### config.mk
export PLATFORM = sky130hd
export DESIGN_NAME = ssb_slot_schedule_builder
export DESIGN_NICKNAME = d
export VERILOG_FILES = /design/src/rtl/ssb_pkg.sv /design/src/rtl/ssb_client_state.sv /design/src/rtl/ssb_rr_pick.sv /design/src/rtl/ssb_table_builder.sv /design/src/rtl/ssb_slot_schedule_builder.sv
export SDC_FILE = /design/constraint.sdc
export NUM_CORES = 2
export LEC_CHECK = 0
export BUFFER_PORTS_ARGS = -buffer_cell sky130_fd_sc_hd__clkbuf_2
export CORE_AREA = 3 3 338 340
export CTS_CLUSTER_DIAMETER = 120
export DETAILED_ROUTE_END_ITERATION = 12
export DIE_AREA = 0 0 341 343
export PLACE_DENSITY = 0.81
export SYNTH_ARGS = -nofsm -noshare
export SYNTH_HDL_FRONTEND = slang
export SYNTH_HIERARCHICAL = 1
export SYNTH_SLANG_ARGS = --single-unit
### constraint.sdc
create_clock -name clk -period 87.1 [get_ports clk]
set_clock_uncertainty 0.05 [all_clocks]
set_input_delay 17.42 -clock clk [delete_from_list [all_inputs] [get_ports clk]]
set_output_delay 17.42 -clock clk [all_outputs]
set_load 0.03 [all_outputs]
### src/rtl/ssb_pkg.sv
// Package: shared state encoding for the slot schedule builder.
// Assumes: nothing beyond the enum being used by the table builder FSM.
package ssb_pkg;

    typedef enum logic [2:0] {
        BLD_IDLE,   // waiting for an admitted request
        BLD_SEL,    // choosing the next reserving client
        BLD_STEP,   // walking one reserving client along the table
        BLD_FILL,   // round-robin fill and output of every entry
        BLD_FIN     // one-cycle completion pulse
    } bld_state_e;

endpackage

### src/rtl/ssb_client_state.sv
// Module: per-region, per-client reservation counts and active flags.
// Computes the admission decision for the presented command, and serves
// one region's state to the table builder.
// Assumes: upd_en is only raised for a command that passed admission.
module ssb_client_state #(
    parameter int NUM_SLOTS   = 64,
    parameter int NUM_CLIENTS = 14,
    parameter int NUM_REGIONS = 2,
    parameter int CW          = 4,
    parameter int NW          = 7,
    parameter int RW          = 1
) (
    input  logic                   clk,
    input  logic                   rst_n,
    input  logic                   upd_en,
    input  logic [RW-1:0]          upd_region,
    input  logic [CW-1:0]          upd_client,
    input  logic [NW-1:0]          upd_slots,
    output logic                   adm_ok,
    input  logic [RW-1:0]          rd_region,
    output logic [NW-1:0]          rd_req [NUM_CLIENTS],
    output logic [NUM_CLIENTS-1:0] rd_act
);

    localparam int SW = $clog2((NUM_CLIENTS + 2) * (NUM_SLOTS + 1)) + 1;

    logic [NW-1:0] req_q [NUM_REGIONS][NUM_CLIENTS];
    logic          act_q [NUM_REGIONS][NUM_CLIENTS];
    logic [SW-1:0] total;

    // Sum of reserved slots and active clients in the addressed region.
    always_comb begin
        total = '0;
        for (int r = 0; r < NUM_REGIONS; r++) begin
            if (upd_region == RW'(r)) begin
                for (int c = 0; c < NUM_CLIENTS; c++) begin
                    total = total + SW'(req_q[r][c]) + SW'(act_q[r][c]);
                end
            end
        end
    end

    // Admission: valid client id, and a zero count or room for the request.
    always_comb begin
        adm_ok = (upd_client < CW'(NUM_CLIENTS)) &&
                 ((upd_slots == '0) ||
                  (total + SW'(upd_slots) + SW'(1) <= SW'(NUM_SLOTS)));
    end

    // Read port: the selected region's counts and flags for the builder.
    always_comb begin
        for (int c = 0; c < NUM_CLIENTS; c++) begin
            rd_req[c] = '0;
            rd_act[c] = 1'b0;
            for (int r = 0; r < NUM_REGIONS; r++) begin
                if (rd_region == RW'(r)) begin
                    rd_req[c] = req_q[r][c];
                    rd_act[c] = act_q[r][c];
                end
            end
        end
    end

    // Storage update: record the count, flag the client on a nonzero count.
    always_ff @(posedge clk) begin
        if (!rst_n) begin
            for (int r = 0; r < NUM_REGIONS; r++) begin
                for (int c = 0; c < NUM_CLIENTS; c++) begin
                    req_q[r][c] <= '0;
                    act_q[r][c] <= 1'b0;
                end
            end
        end else if (upd_en) begin
            for (int r = 0; r < NUM_REGIONS; r++) begin
                for (int c = 0; c < NUM_CLIENTS; c++) begin
                    if (upd_region == RW'(r) && upd_client == CW'(c)) begin
                        req_q[r][c] <= upd_slots;
                        if (upd_slots != '0) begin
                            act_q[r][c] <= 1'b1;
                        end
                    end
                end
            end
        end
    end

    // admission keeps every region's load within the table size.
    assert_total_bound_R2: assert property (@(posedge clk) disable iff (!rst_n)
        total <= SW'(NUM_SLOTS));

endmodule

### src/rtl/ssb_rr_pick.sv
// Module: round-robin search for the next active client from a pointer.
// Falls back to the pointer itself when no client is active.
// Assumes: ptr < NUM_CLIENTS.
module ssb_rr_pick #(
    parameter int NUM_CLIENTS = 14,
    parameter int CW          = 4
) (
    input  logic [CW-1:0]          ptr,
    input  logic [NUM_CLIENTS-1:0] act,
    output logic [CW-1:0]          pick,
    output logic [CW-1:0]          next_ptr
);

    logic found;

    // Scan from the pointer with wrap-around; first active client wins.
    always_comb begin
        pick  = ptr;
        found = 1'b0;
        for (int i = 0; i < NUM_CLIENTS; i++) begin
            int idx;
            idx = int'(ptr) + i;
            if (idx >= NUM_CLIENTS) begin
                idx = idx - NUM_CLIENTS;
            end
            if (!found && act[idx]) begin
                pick  = CW'(idx);
                found = 1'b1;
            end
        end
    end

    // Pointer after a grant: one past the granted client, modulo the count.
    always_comb begin
        next_ptr = (pick == CW'(NUM_CLIENTS - 1)) ? '0 : pick + CW'(1);
    end

endmodule

### src/rtl/ssb_table_builder.sv
// Module: rebuilds one region's schedule and streams it out.
// Places reserving clients at strided positions, then fills the free
// entries round-robin, writing one entry per cycle.
// Assumes: start is only raised while busy is low; the store's read
// region follows wr_region, which holds the region being built.
module ssb_table_builder
    import ssb_pkg::*;
#(
    parameter int NUM_SLOTS   = 64,
    parameter int NUM_CLIENTS = 14,
    parameter int CW          = 4,
    parameter int NW          = 7,
    parameter int RW          = 1,
    parameter int IW          = 6
) (
    input  logic                   clk,
    input  logic                   rst_n,
    input  logic                   start,
    input  logic [RW-1:0]          start_region,
    input  logic [NW-1:0]          rd_req [NUM_CLIENTS],
    input  logic [NUM_CLIENTS-1:0] rd_act,
    output logic                   busy,
    output logic                   wr_en,
    output logic [RW-1:0]          wr_region,
    output logic [IW-1:0]          wr_index,
    output logic [CW-1:0]          wr_client,
    output logic                   done
);

    localparam int PW  = $clog2(2 * NUM_SLOTS);
    localparam int CLW = $clog2(NUM_CLIENTS + 1);

    bld_state_e     state_q;
    logic [RW-1:0]  reg_q;
    logic [CLW-1:0] cli_q;
    logic [PW-1:0]  pos_q;
    logic [PW-1:0]  stride_q;
    logic [IW-1:0]  fill_q;
    logic [CW-1:0]  ptr_q;
    logic [NUM_SLOTS-1:0] occ_q;
    logic [CW-1:0]  tab_q [NUM_SLOTS];
    logic           wr_en_q;
    logic [IW-1:0]  wr_idx_q;
    logic [CW-1:0]  wr_cli_q;
    logic           done_q;

    logic [NW-1:0]  cur_req;
    logic [PW-1:0]  cur_stride;
    logic [IW-1:0]  pos_idx;
    logic [CW-1:0]  rr_pick;
    logic [CW-1:0]  rr_next;

    // Count of the client under placement.
    always_comb begin
        cur_req = '0;
        for (int c = 0; c < NUM_CLIENTS; c++) begin
            if (cli_q == CLW'(c)) begin
                cur_req = rd_req[c];
            end
        end
    end

    // Stride of the client under placement; guarded against a zero count.
    always_comb begin
        cur_stride = (cur_req == '0) ? PW'(1) : PW'(NUM_SLOTS / int'(cur_req));
        pos_idx    = pos_q[IW-1:0];
    end

    ssb_rr_pick #(
        .NUM_CLIENTS(NUM_CLIENTS),
        .CW         (CW)
    ) u_rr (
        .ptr     (ptr_q),
        .act     (rd_act),
        .pick    (rr_pick),
        .next_ptr(rr_next)
    );

    // Rebuild sequencer: clear, place reservations, fill and emit entries.
    always_ff @(posedge clk) begin
        if (!rst_n) begin
            state_q  <= BLD_IDLE;
            reg_q    <= '0;
            cli_q    <= '0;
            pos_q    <= '0;
            stride_q <= '0;
            fill_q   <= '0;
            ptr_q    <= '0;
            occ_q    <= '0;
            wr_en_q  <= 1'b0;
            wr_idx_q <= '0;
            wr_cli_q <= '0;
            done_q   <= 1'b0;
            for (int s = 0; s < NUM_SLOTS; s++) begin
                tab_q[s] <= '0;
            end
        end else begin
            wr_en_q <= 1'b0;
            done_q  <= 1'b0;
            case (state_q)
                BLD_IDLE: begin
                    if (start) begin
                        reg_q   <= start_region;
                        occ_q   <= '0;
                        cli_q   <= '0;
                        ptr_q   <= '0;
                        state_q <= BLD_SEL;
                    end
                end
                BLD_SEL: begin
                    if (cli_q == CLW'(NUM_CLIENTS)) begin
                        fill_q  <= '0;
                        state_q <= BLD_FILL;
                    end else if (cur_req != '0) begin
                        stride_q <= cur_stride;
                        pos_q    <= '0;
                        state_q  <= BLD_STEP;
                    end else begin
                        cli_q <= cli_q + CLW'(1);
                    end
                end
                BLD_STEP: begin
                    if (pos_q >= PW'(NUM_SLOTS)) begin
                        cli_q   <= cli_q + CLW'(1);
                        state_q <= BLD_SEL;
                    end else if (occ_q[pos_idx]) begin
                        pos_q <= pos_q + PW'(1);
                    end else begin
                        occ_q[pos_idx] <= 1'b1;
                        tab_q[pos_idx] <= cli_q[CW-1:0];
                        pos_q          <= pos_q + stride_q;
                    end
                end
                BLD_FILL: begin
                    wr_en_q  <= 1'b1;
                    wr_idx_q <= fill_q;
                    if (occ_q[fill_q]) begin
                        wr_cli_q <= tab_q[fill_q];
                    end else begin
                        wr_cli_q <= rr_pick;
                        ptr_q    <= rr_next;
                    end
                    if (fill_q == IW'(NUM_SLOTS - 1)) begin
                        state_q <= BLD_FIN;
                    end else begin
                        fill_q <= fill_q + IW'(1);
                    end
                end
                BLD_FIN: begin
                    done_q  <= 1'b1;
                    state_q <= BLD_IDLE;
                end
                default: state_q <= BLD_IDLE;
            endcase
        end
    end

    // Output drive from the registered write and response stage.
    always_comb begin
        busy      = (state_q != BLD_IDLE);
        wr_en     = wr_en_q;
        wr_region = reg_q;
        wr_index  = wr_idx_q;
        wr_client = wr_cli_q;
        done      = done_q;
    end

    // writes only appear while a rebuild is in progress.
    assert_write_in_build_R3: assert property (@(posedge clk) disable iff (!rst_n)
        wr_en |-> busy);

    // back-to-back writes step the index by one.
    assert_index_step_R3: assert property (@(posedge clk) disable iff (!rst_n)
        (wr_en && $past(wr_en)) |-> (wr_index == $past(wr_index) + IW'(1)));

    // completion directly follows the write of the last entry.
    assert_done_after_last_R3: assert property (@(posedge clk) disable iff (!rst_n)
        done |-> ($past(wr_en) && $past(wr_index) == IW'(NUM_SLOTS - 1)));

    // the empty marker never leaves the block.
    assert_client_range_R11: assert property (@(posedge clk) disable iff (!rst_n)
        wr_en |-> (wr_client < CW'(NUM_CLIENTS)));

endmodule

### src/rtl/ssb_slot_schedule_builder.sv
// Module: top of the slot schedule builder. Takes commands while idle,
// runs admission, updates the client state and starts the rebuild, and
// merges the accept and reject responses.
// Assumes: NUM_REGIONS >= 2 and NUM_CLIENTS + 1 fits in the client width.
module ssb_slot_schedule_builder #(
    parameter int NUM_SLOTS   = 64,
    parameter int NUM_CLIENTS = 14,
    parameter int NUM_REGIONS = 2,
    parameter int CW          = $clog2(NUM_CLIENTS + 2),
    parameter int NW          = $clog2(NUM_SLOTS + 1),
    parameter int RW          = $clog2(NUM_REGIONS),
    parameter int IW          = $clog2(NUM_SLOTS)
) (
    input  logic          clk,
    input  logic          rst_n,
    input  logic          cmd_valid,
    input  logic [RW-1:0] cmd_region,
    input  logic [CW-1:0] cmd_client,
    input  logic [NW-1:0] cmd_slots,
    output logic          busy,
    output logic          wr_en,
    output logic [RW-1:0] wr_region,
    output logic [IW-1:0] wr_index,
    output logic [CW-1:0] wr_client,
    output logic          done,
    output logic          accepted,
    output logic          rejected
);

    logic                   fire;
    logic                   adm_ok;
    logic                   upd_en;
    logic                   rej_q;
    logic                   bld_done;
    logic                   bld_busy;
    logic [RW-1:0]          bld_region;
    logic [NW-1:0]          rd_req [NUM_CLIENTS];
    logic [NUM_CLIENTS-1:0] rd_act;

    // Command take: only while no rebuild runs.
    always_comb begin
        fire   = cmd_valid && !bld_busy;
        upd_en = fire && adm_ok;
    end

    ssb_client_state #(
        .NUM_SLOTS  (NUM_SLOTS),
        .NUM_CLIENTS(NUM_CLIENTS),
        .NUM_REGIONS(NUM_REGIONS),
        .CW         (CW),
        .NW         (NW),
        .RW         (RW)
    ) u_state (
        .clk       (clk),
        .rst_n     (rst_n),
        .upd_en    (upd_en),
        .upd_region(cmd_region),
        .upd_client(cmd_client),
        .upd_slots (cmd_slots),
        .adm_ok    (adm_ok),
        .rd_region (bld_region),
        .rd_req    (rd_req),
        .rd_act    (rd_act)
    );

    ssb_table_builder #(
        .NUM_SLOTS  (NUM_SLOTS),
        .NUM_CLIENTS(NUM_CLIENTS),
        .CW         (CW),
        .NW         (NW),
        .RW         (RW),
        .IW         (IW)
    ) u_build (
        .clk         (clk),
        .rst_n       (rst_n),
        .start       (upd_en),
        .start_region(cmd_region),
        .rd_req      (rd_req),
        .rd_act      (rd_act),
        .busy        (bld_busy),
        .wr_en       (wr_en),
        .wr_region   (bld_region),
        .wr_index    (wr_index),
        .wr_client   (wr_client),
        .done        (bld_done)
    );

    // Reject response register: one cycle after a refused command.
    always_ff @(posedge clk) begin
        if (!rst_n) begin
            rej_q <= 1'b0;
        end else begin
            rej_q <= fire && !adm_ok;
        end
    end

    // Response merge onto the output pins.
    always_comb begin
        busy      = bld_busy;
        wr_region = bld_region;
        done      = bld_done || rej_q;
        accepted  = bld_done;
        rejected  = rej_q;
    end

    // every response carries exactly one qualifier.
    assert_resp_onehot_R2: assert property (@(posedge clk) disable iff (!rst_n)
        done |-> (accepted != rejected));

    // a refusal starts no rebuild and writes nothing.
    assert_reject_quiet_R2: assert property (@(posedge clk) disable iff (!rst_n)
        rejected |-> (!busy && !wr_en));

    // a command offered during a rebuild draws no refusal.
    assert_ignore_busy_R10: assert property (@(posedge clk) disable iff (!rst_n)
        (busy && cmd_valid) |=> !rejected);

endmodule

## Word level (Yosys, flattened, before mapping)

Memory sizes are Yosys's and may differ from the RTL's. A register that Yosys moved wholly into a read port is not among the register bits.
Cells that the tools add are included.

- Logic and storage cells: 784
- Bits in read-only memories: 0
- Register bits: 109
- Output and inout port bits: 16
- RAM bits: 480
- Bits in latches: 0
- Memories: 3

Memory list:

| name | depth | bits a word | rd ports | clocked after Yosys merged registers in | write ports | RTL line | source |
|---|---|---|---|---|---|---|---|
| u_build.tab_q | 64 | 4 | 1 | 1 | 64 | ssb_table_builder.sv:41 | `logic [CW-1:0] tab_q [NUM_SLOTS];` |
| u_state.req_q | 2 | 98 | 2 | 0 | 2 | ssb_client_state.sv:27 | `logic [NW-1:0] req_q [NUM_REGIONS][NUM_CLIENTS];` |
| u_state.act_q | 2 | 14 | 2 | 0 | 2 | ssb_client_state.sv:28 | `logic act_q [NUM_REGIONS][NUM_CLIENTS];` |

- Divide/modulo/power cells: 1
- Multipliers: 0
- Bitwise gates (word level): 59
- Reductions and logical operators: 85
- Add/subtract/negate cells: 89
- Shifts and indexed selects: 0
- Multiplexer cells: 455
- Eq/ne operators: 45
- $lt $le $gt $ge: 34

Operators with widths:

| kind | count |
|---|---|
| 32-bit by 6-bit less-than comparator with 1-bit output, second input constant | 14 |
| 32-bit 2-to-1 mux | 14 |
| 7-bit 2-to-1 mux | 61 |
| 12-bit by 7-bit adder with 12-bit output | 28 |
| 12-bit by 1-bit adder with 12-bit output | 27 |
| 1-bit 2-to-1 mux | 320 |
| 64-bit 2-to-1 mux | 3 |
| 64-bit one-hot mux with 2 select lines | 1 |
| 4-bit 2-to-1 mux | 22 |
| 5-bit by 4-bit subtractor with 6-bit output, second input constant | 13 |
| 5-bit by 4-bit greater-or-equal comparator with 1-bit output, second input constant | 13 |
| 64-bit OR | 1 |
| 1-bit binary-select mux with 4-bit select | 14 |
| 4-bit equality test, second input constant | 14 |
| 1-bit OR | 56 |
| 1-bit logical AND | 46 |
| 8-bit by 8-bit divider with 32-bit output, first input constant | 1 |
| 4-bit by 3-bit equality test with 1-bit output, second input constant | 8 |
| 4-bit by 4-bit adder with 5-bit output, second input constant | 6 |
| 6-bit 2-to-1 mux | 5 |
| 12-bit 2-to-1 mux | 2 |
| 4-bit by 3-bit adder with 5-bit output, second input constant | 4 |
| 4-bit by 2-bit equality test with 1-bit output, second input constant | 4 |
| 1-bit logical NOT | 15 |
| 44 further kinds | 76 |

## Logic depth before layout (Yosys ltp)

An unclocked memory read counts as a cell.

- Word-level depth: 68
- Mapped depth: 413

## Hierarchy

The synthesis kept the hierarchy.

By module, submodules not included:

| module | cells an instance | times used | seq. area each (um2) | area each (um2) |
|---|---|---|---|---|
| ssb_table_builder | 5011 | 1 | 9969.6 | 41028.1 |
| ssb_client_state | 1201 | 1 | 6586.3 | 15419.8 |
| ssb_rr_pick | 618 | 1 | 0.0 | 4545.6 |
| ssb_slot_schedule_builder | 4 | 1 | 20.0 | 48.8 |

## Worst setup path before layout

No wires, ideal clock.

- Path type: reg-to-reg
- Start point: reg u_build.reg_q, in the netlist u_build/wr_region
- End point: reg u_build.stride_q[0]
- Arrival: 72.991 ns
- Buffers on the path: 39
- Required time: 86.903 ns
- Slack: 13.912 ns
- Period minus slack after synthesis: 73.188 ns
- Cell stages (with the launch flop): 402
- Cell sequence: dfxtp_1 -> clkbuf_1 -> clkbuf_1 -> mux2_2 -> a21oi_1 -> a221oi_2 -> a221oi_1 -> o22a_2 -> o21a_1 -> buf_4 -> clkbuf_1 -> clkbuf_1 -> clkbuf_1 -> clkbuf_1 -> clkbuf_1 -> clkbuf_1 -> nand2_1 -> a21boi_0 -> (+366 left out) -> o2111ai_2 -> buf_2 -> buf_2 -> mux2i_1 -> o21ai_1 -> ha_1 -> a21o_1 -> a21o_1 -> a21oi_1 -> nor2b_1 -> o21ai_0 -> nand3b_1 -> nor3_1 -> nand4b_1 -> a2111oi_0 -> o211ai_1 -> a2111oi_0 -> a41oi_1

RTL lines:

| item | RTL line | source |
|---|---|---|
| start, declared | ssb_table_builder.sv:34 | `logic [RW-1:0] reg_q;` |
| start signal, assigned | ssb_table_builder.sv:103 | `reg_q <= start_region;` |
| end signal, assigned | ssb_table_builder.sv:115 | `stride_q <= cur_stride;` |
| end, declared | ssb_table_builder.sv:37 | `logic [PW-1:0] stride_q;` |

## Worst setup path in the final report

- Start point: reg u_build.cli_q[0]
- End point: reg u_build.stride_q[0]

- Longest elaborated chain between the ends: 17
- Elaborated cells on any way between the ends: 35
- Classes of those cells: div: 1; eq/ne: 14; mux: 15; bitwise: 1; reduce/logical: 4

RTL lines:

| item | RTL line | source |
|---|---|---|
| start, declared | ssb_table_builder.sv:35 | `logic [CLW-1:0] cli_q;` |
| start signal, assigned | ssb_table_builder.sv:119 | `cli_q <= cli_q + CLW'(1);` |
| start signal, assigned | ssb_table_builder.sv:124 | `cli_q <= cli_q + CLW'(1);` |
| 4-bit logical NOT | ssb_table_builder.sv:57 | `if (cli_q == CLW'(c)) begin` |
| 7-bit 2-to-1 mux (14 in a row) | ssb_table_builder.sv:57 |  |
| 8-bit by 8-bit divider with 32-bit output, or another cell as far along | ssb_table_builder.sv:65 | `cur_stride = (cur_req == '0) ? PW'(1) : PW'(NUM_SLOTS / int'(cur_req));` |
| 7-bit 2-to-1 mux / 3-bit AND reduction (equally long branches) | - |  |

Parallel ways exist; a longest one is shown, timed or not.
A chain may end at the register's enable or synchronous reset.

==> run summary <==
Total number of vias -> 56341
CP top delay family -> compound AO/OA/AOI/OAI gates
Post-synth EDFFs -> 466
Nets -> 7172
Crit-path slowest cell -> or4_4
Initial core utilization -> 54.56%
Maximum fanout along the worst path -> 63
Place WS -> 3.096 ns
DP HPWL -> 136500 µm
Outcome -> finished, final reports clean
Post-synthesis sequential area ratio -> 27.15%
GRT overflow -> 0
Avg WL per Cell -> 22.67 µm
Post-synth top area cell -> edfxtp_1
Max transition margin -> 11.46%
Syn avg cell area -> 8.932 µm²
#FFs+latches synth -> 595
Pin count of the biggest net entering global routing -> 79
Crit end category -> flip-flop
Gr usage total -> 30.70%
Site Rows -> 123
DRC -> 0
Die width -> 341 µm
Required time worst endpoint -> 87.53 ns
Synthesized instance count -> 6834
Compound-Gate Fraction of Synth Area -> 21.74%
Final hold viol count -> 0
Ys flop type -> edfxtp_1
Die H -> 343 µm
Buffers added on ports -> 30
Placer Congestion -> 0.9810
I/O Pins -> 31
Synthesized cell area -> 61040 µm²
Clock Path Buffers -> 3
Die area -> 117000 µm²
Share of layout cells above drive strength 1 -> 11.46%
Number of global-route vias before repair -> 53242
Critical path class -> flip-flop to flip-flop
Crit path launch type -> flip-flop
Core ar. -> 111900 µm²
Commonest non-fill, non-tap cell in the layout -> nor2_1
Final setup viols -> 0
CP max stage delay -> 0.64 ns
Via/cell ratio -> 6.813
CTS clk-pin slew, worst paths -> 0.06 ns
Crit path time final -> 79.79 ns
HP Class -> flip-flop to flip-flop
Synth unique cells -> 156
Synth Warn # -> 6
Reg area -> 16590 µm²
Worst-Margin Slew -> 1.319 ns
Post-synthesis xor/xnor area fraction -> 4.491%
Htree depth -> 3
Final WS setup -> 7.309 ns
Hold_ws -> 0.4024 ns
First-pass GRT wire length -> 292600 µm
Post-synthesis mux area share -> 9.529%
Total Wirelength -> 187500 µm
Main combinational cell family by area after synthesis -> compound AO/OA/AOI/OAI gates
Async S/R FF share, synth -> 0%
Syn Nets -> 7290
Root cell of the clock tree -> clkbuf_16
Clock Sinks -> 595
Area used by multi-input combinational logic -> 42000 µm²
Iter 0 DRT Violations -> 7392
DRT Pass-1 Iters -> 7
Max Freq -> 0.01253 GHz
Post-route antenna net violation count -> 0
Max-slew violations -> 0
Max cap viols -> 0
Buf/Inv on CP -> 12
Top cells by area, synth -> edfxtp_1 (23%), fa_1 (6.3%), ha_1 (5.1%)
Number of CTS-inserted buffers -> 66
WP data arrival -> 80.22 ns
Most frequent cells in the layout -> nor2_1 (775), edfxtp_1 (466), a21oi_1 (456), nand2_1 (425), o21ai_0 (345)
FILL cells -> 9358
Tcrit/Tclk final -> 91.61%
Most frequent CP cell -> o21ai_0
Clock latency on the worst-skew pair -> 0.63 ns
Simple-gate share of the synthesized area -> 21.35%
CTS tree -> done
Antenna violations before repair -> 1
Synth-to-layout area growth -> 6.414%
Adder-Cell Fraction of Synth Area -> 11.41%
Yosys top cell area share -> 22.92%
## Yosys cell counts (33+ instances only)
library cell	number
xor2_1	114
and3_1	63
or3_1	72
a211oi_1	55
nor2b_1	98
nand3_1	162
o21a_1	65
ha_1	248
clkbuf_1	205
nand2_1	432
dfxtp_1	129
and2_1	195
o221ai_1	33
buf_2	47
mux2_2	176
nand4_1	71
nor4_1	61
mux4_2	102
edfxtp_1	466
nor3b_1	35
inv_1	323
nor3_1	166
fa_1	193
a31oi_1	71
a22o_1	34
nand2b_1	124
o21ai_1	40
a21oi_1	463
nor2_1	780
a21o_1	157
mux2i_1	139
o211ai_1	49
xnor2_1	184
o21ai_0	359
o31ai_1	52
## stage by stage
step / instance area [µm²] / instances / TNS, ns / util [%]
floorplan: 61040 / 6834 / 0 / -
global placement: 62320 / 8128 / 0 / 55.70
detailed placement: 62320 / 8128 / 0 / 55.70
CTS: 64630 / 8249 / 0 / 57.77
global route: 64950 / 8269 / -0.1048 / 58.06
finish: 64960 / 8270 / 0 / 58.06
## worst min-delay path, cell delays in order, from the launching register on
cell and delay, ns:
dfxtp_1 0.31, nand2_1 0.05, a21oi_1 0.05
## state kept, by name, indices dropped and copies added, names as in the netlist, named ones only
register           flops
u_build/state_q        3
u_build/ptr_q          4
u_build/cli_q          4
u_state/req_q        196
u_build/pos_q          7
u_build/fill_q         6
u_build/tab_q        256
u_build/occ_q         64
u_build/wr_index       6
u_build/done           1
u_build/stride_q       7
u_state/act_q         28
u_build/wr_en          1
u_build/wr_client      4
rejected               1
u_build/wr_region      1
## cells by family (layout without fill, tap and decap cells)
group	Yosys count	after routing
adders and majority gates	441	441
muxes	429	429
DFF	595	595
other	1	2
xor gates and xnor gates	305	305
buffers and inverters	645	580
and+or+nand+nor	2509	2509
AOI/OAI and AO/OA	1909	1909
## worst paths after layout
path | slack, ns | end | cells after the start | startpoint
worst max-delay path | 7.31 | u_build/stride_q[0] | 374 | u_build/cli_q[0]
worst min register to register | 0.40 | u_build/wr_index[3] | 2 | u_build/wr_index[3]
worst min-delay path | 0.40 | u_build/wr_index[3] | 2 | u_build/wr_index[3]
worst max register to register | 7.31 | u_build/stride_q[0] | 374 | u_build/cli_q[0]
## metal layers
layer	wire [µm]	track usage [%]	up-vias
met1	73540	40.91	26930
met2	87080	50.60	3487
li1	-	-	25379
met3	19330	4.635	545
met4	7565	11.66	0
met5	0	0	-
## what timing repair did
action / 4_1_cts / 5_1_grt
endpoints found under the setup margin: 0 / 3
setup buffers: 0 / 20
gates resized for setup: 0 / 43
hold buffers: 0 / 0
## area by class of cell
class,count,share of cell area [%]
Multi-Input combinational cell,5594,64.65
Sequential cell,595,25.54
Tap cell,1500,2.889
Clock buffer,82,2.749
Inverter,331,1.918
Timing Repair Buffer,128,1.435
Clock inverter,39,0.8090
Antenna cell,1,0.003852
Power is not shown: default switching activity piles up to over one toggle a cycle in this logic, so the estimate is an artifact.
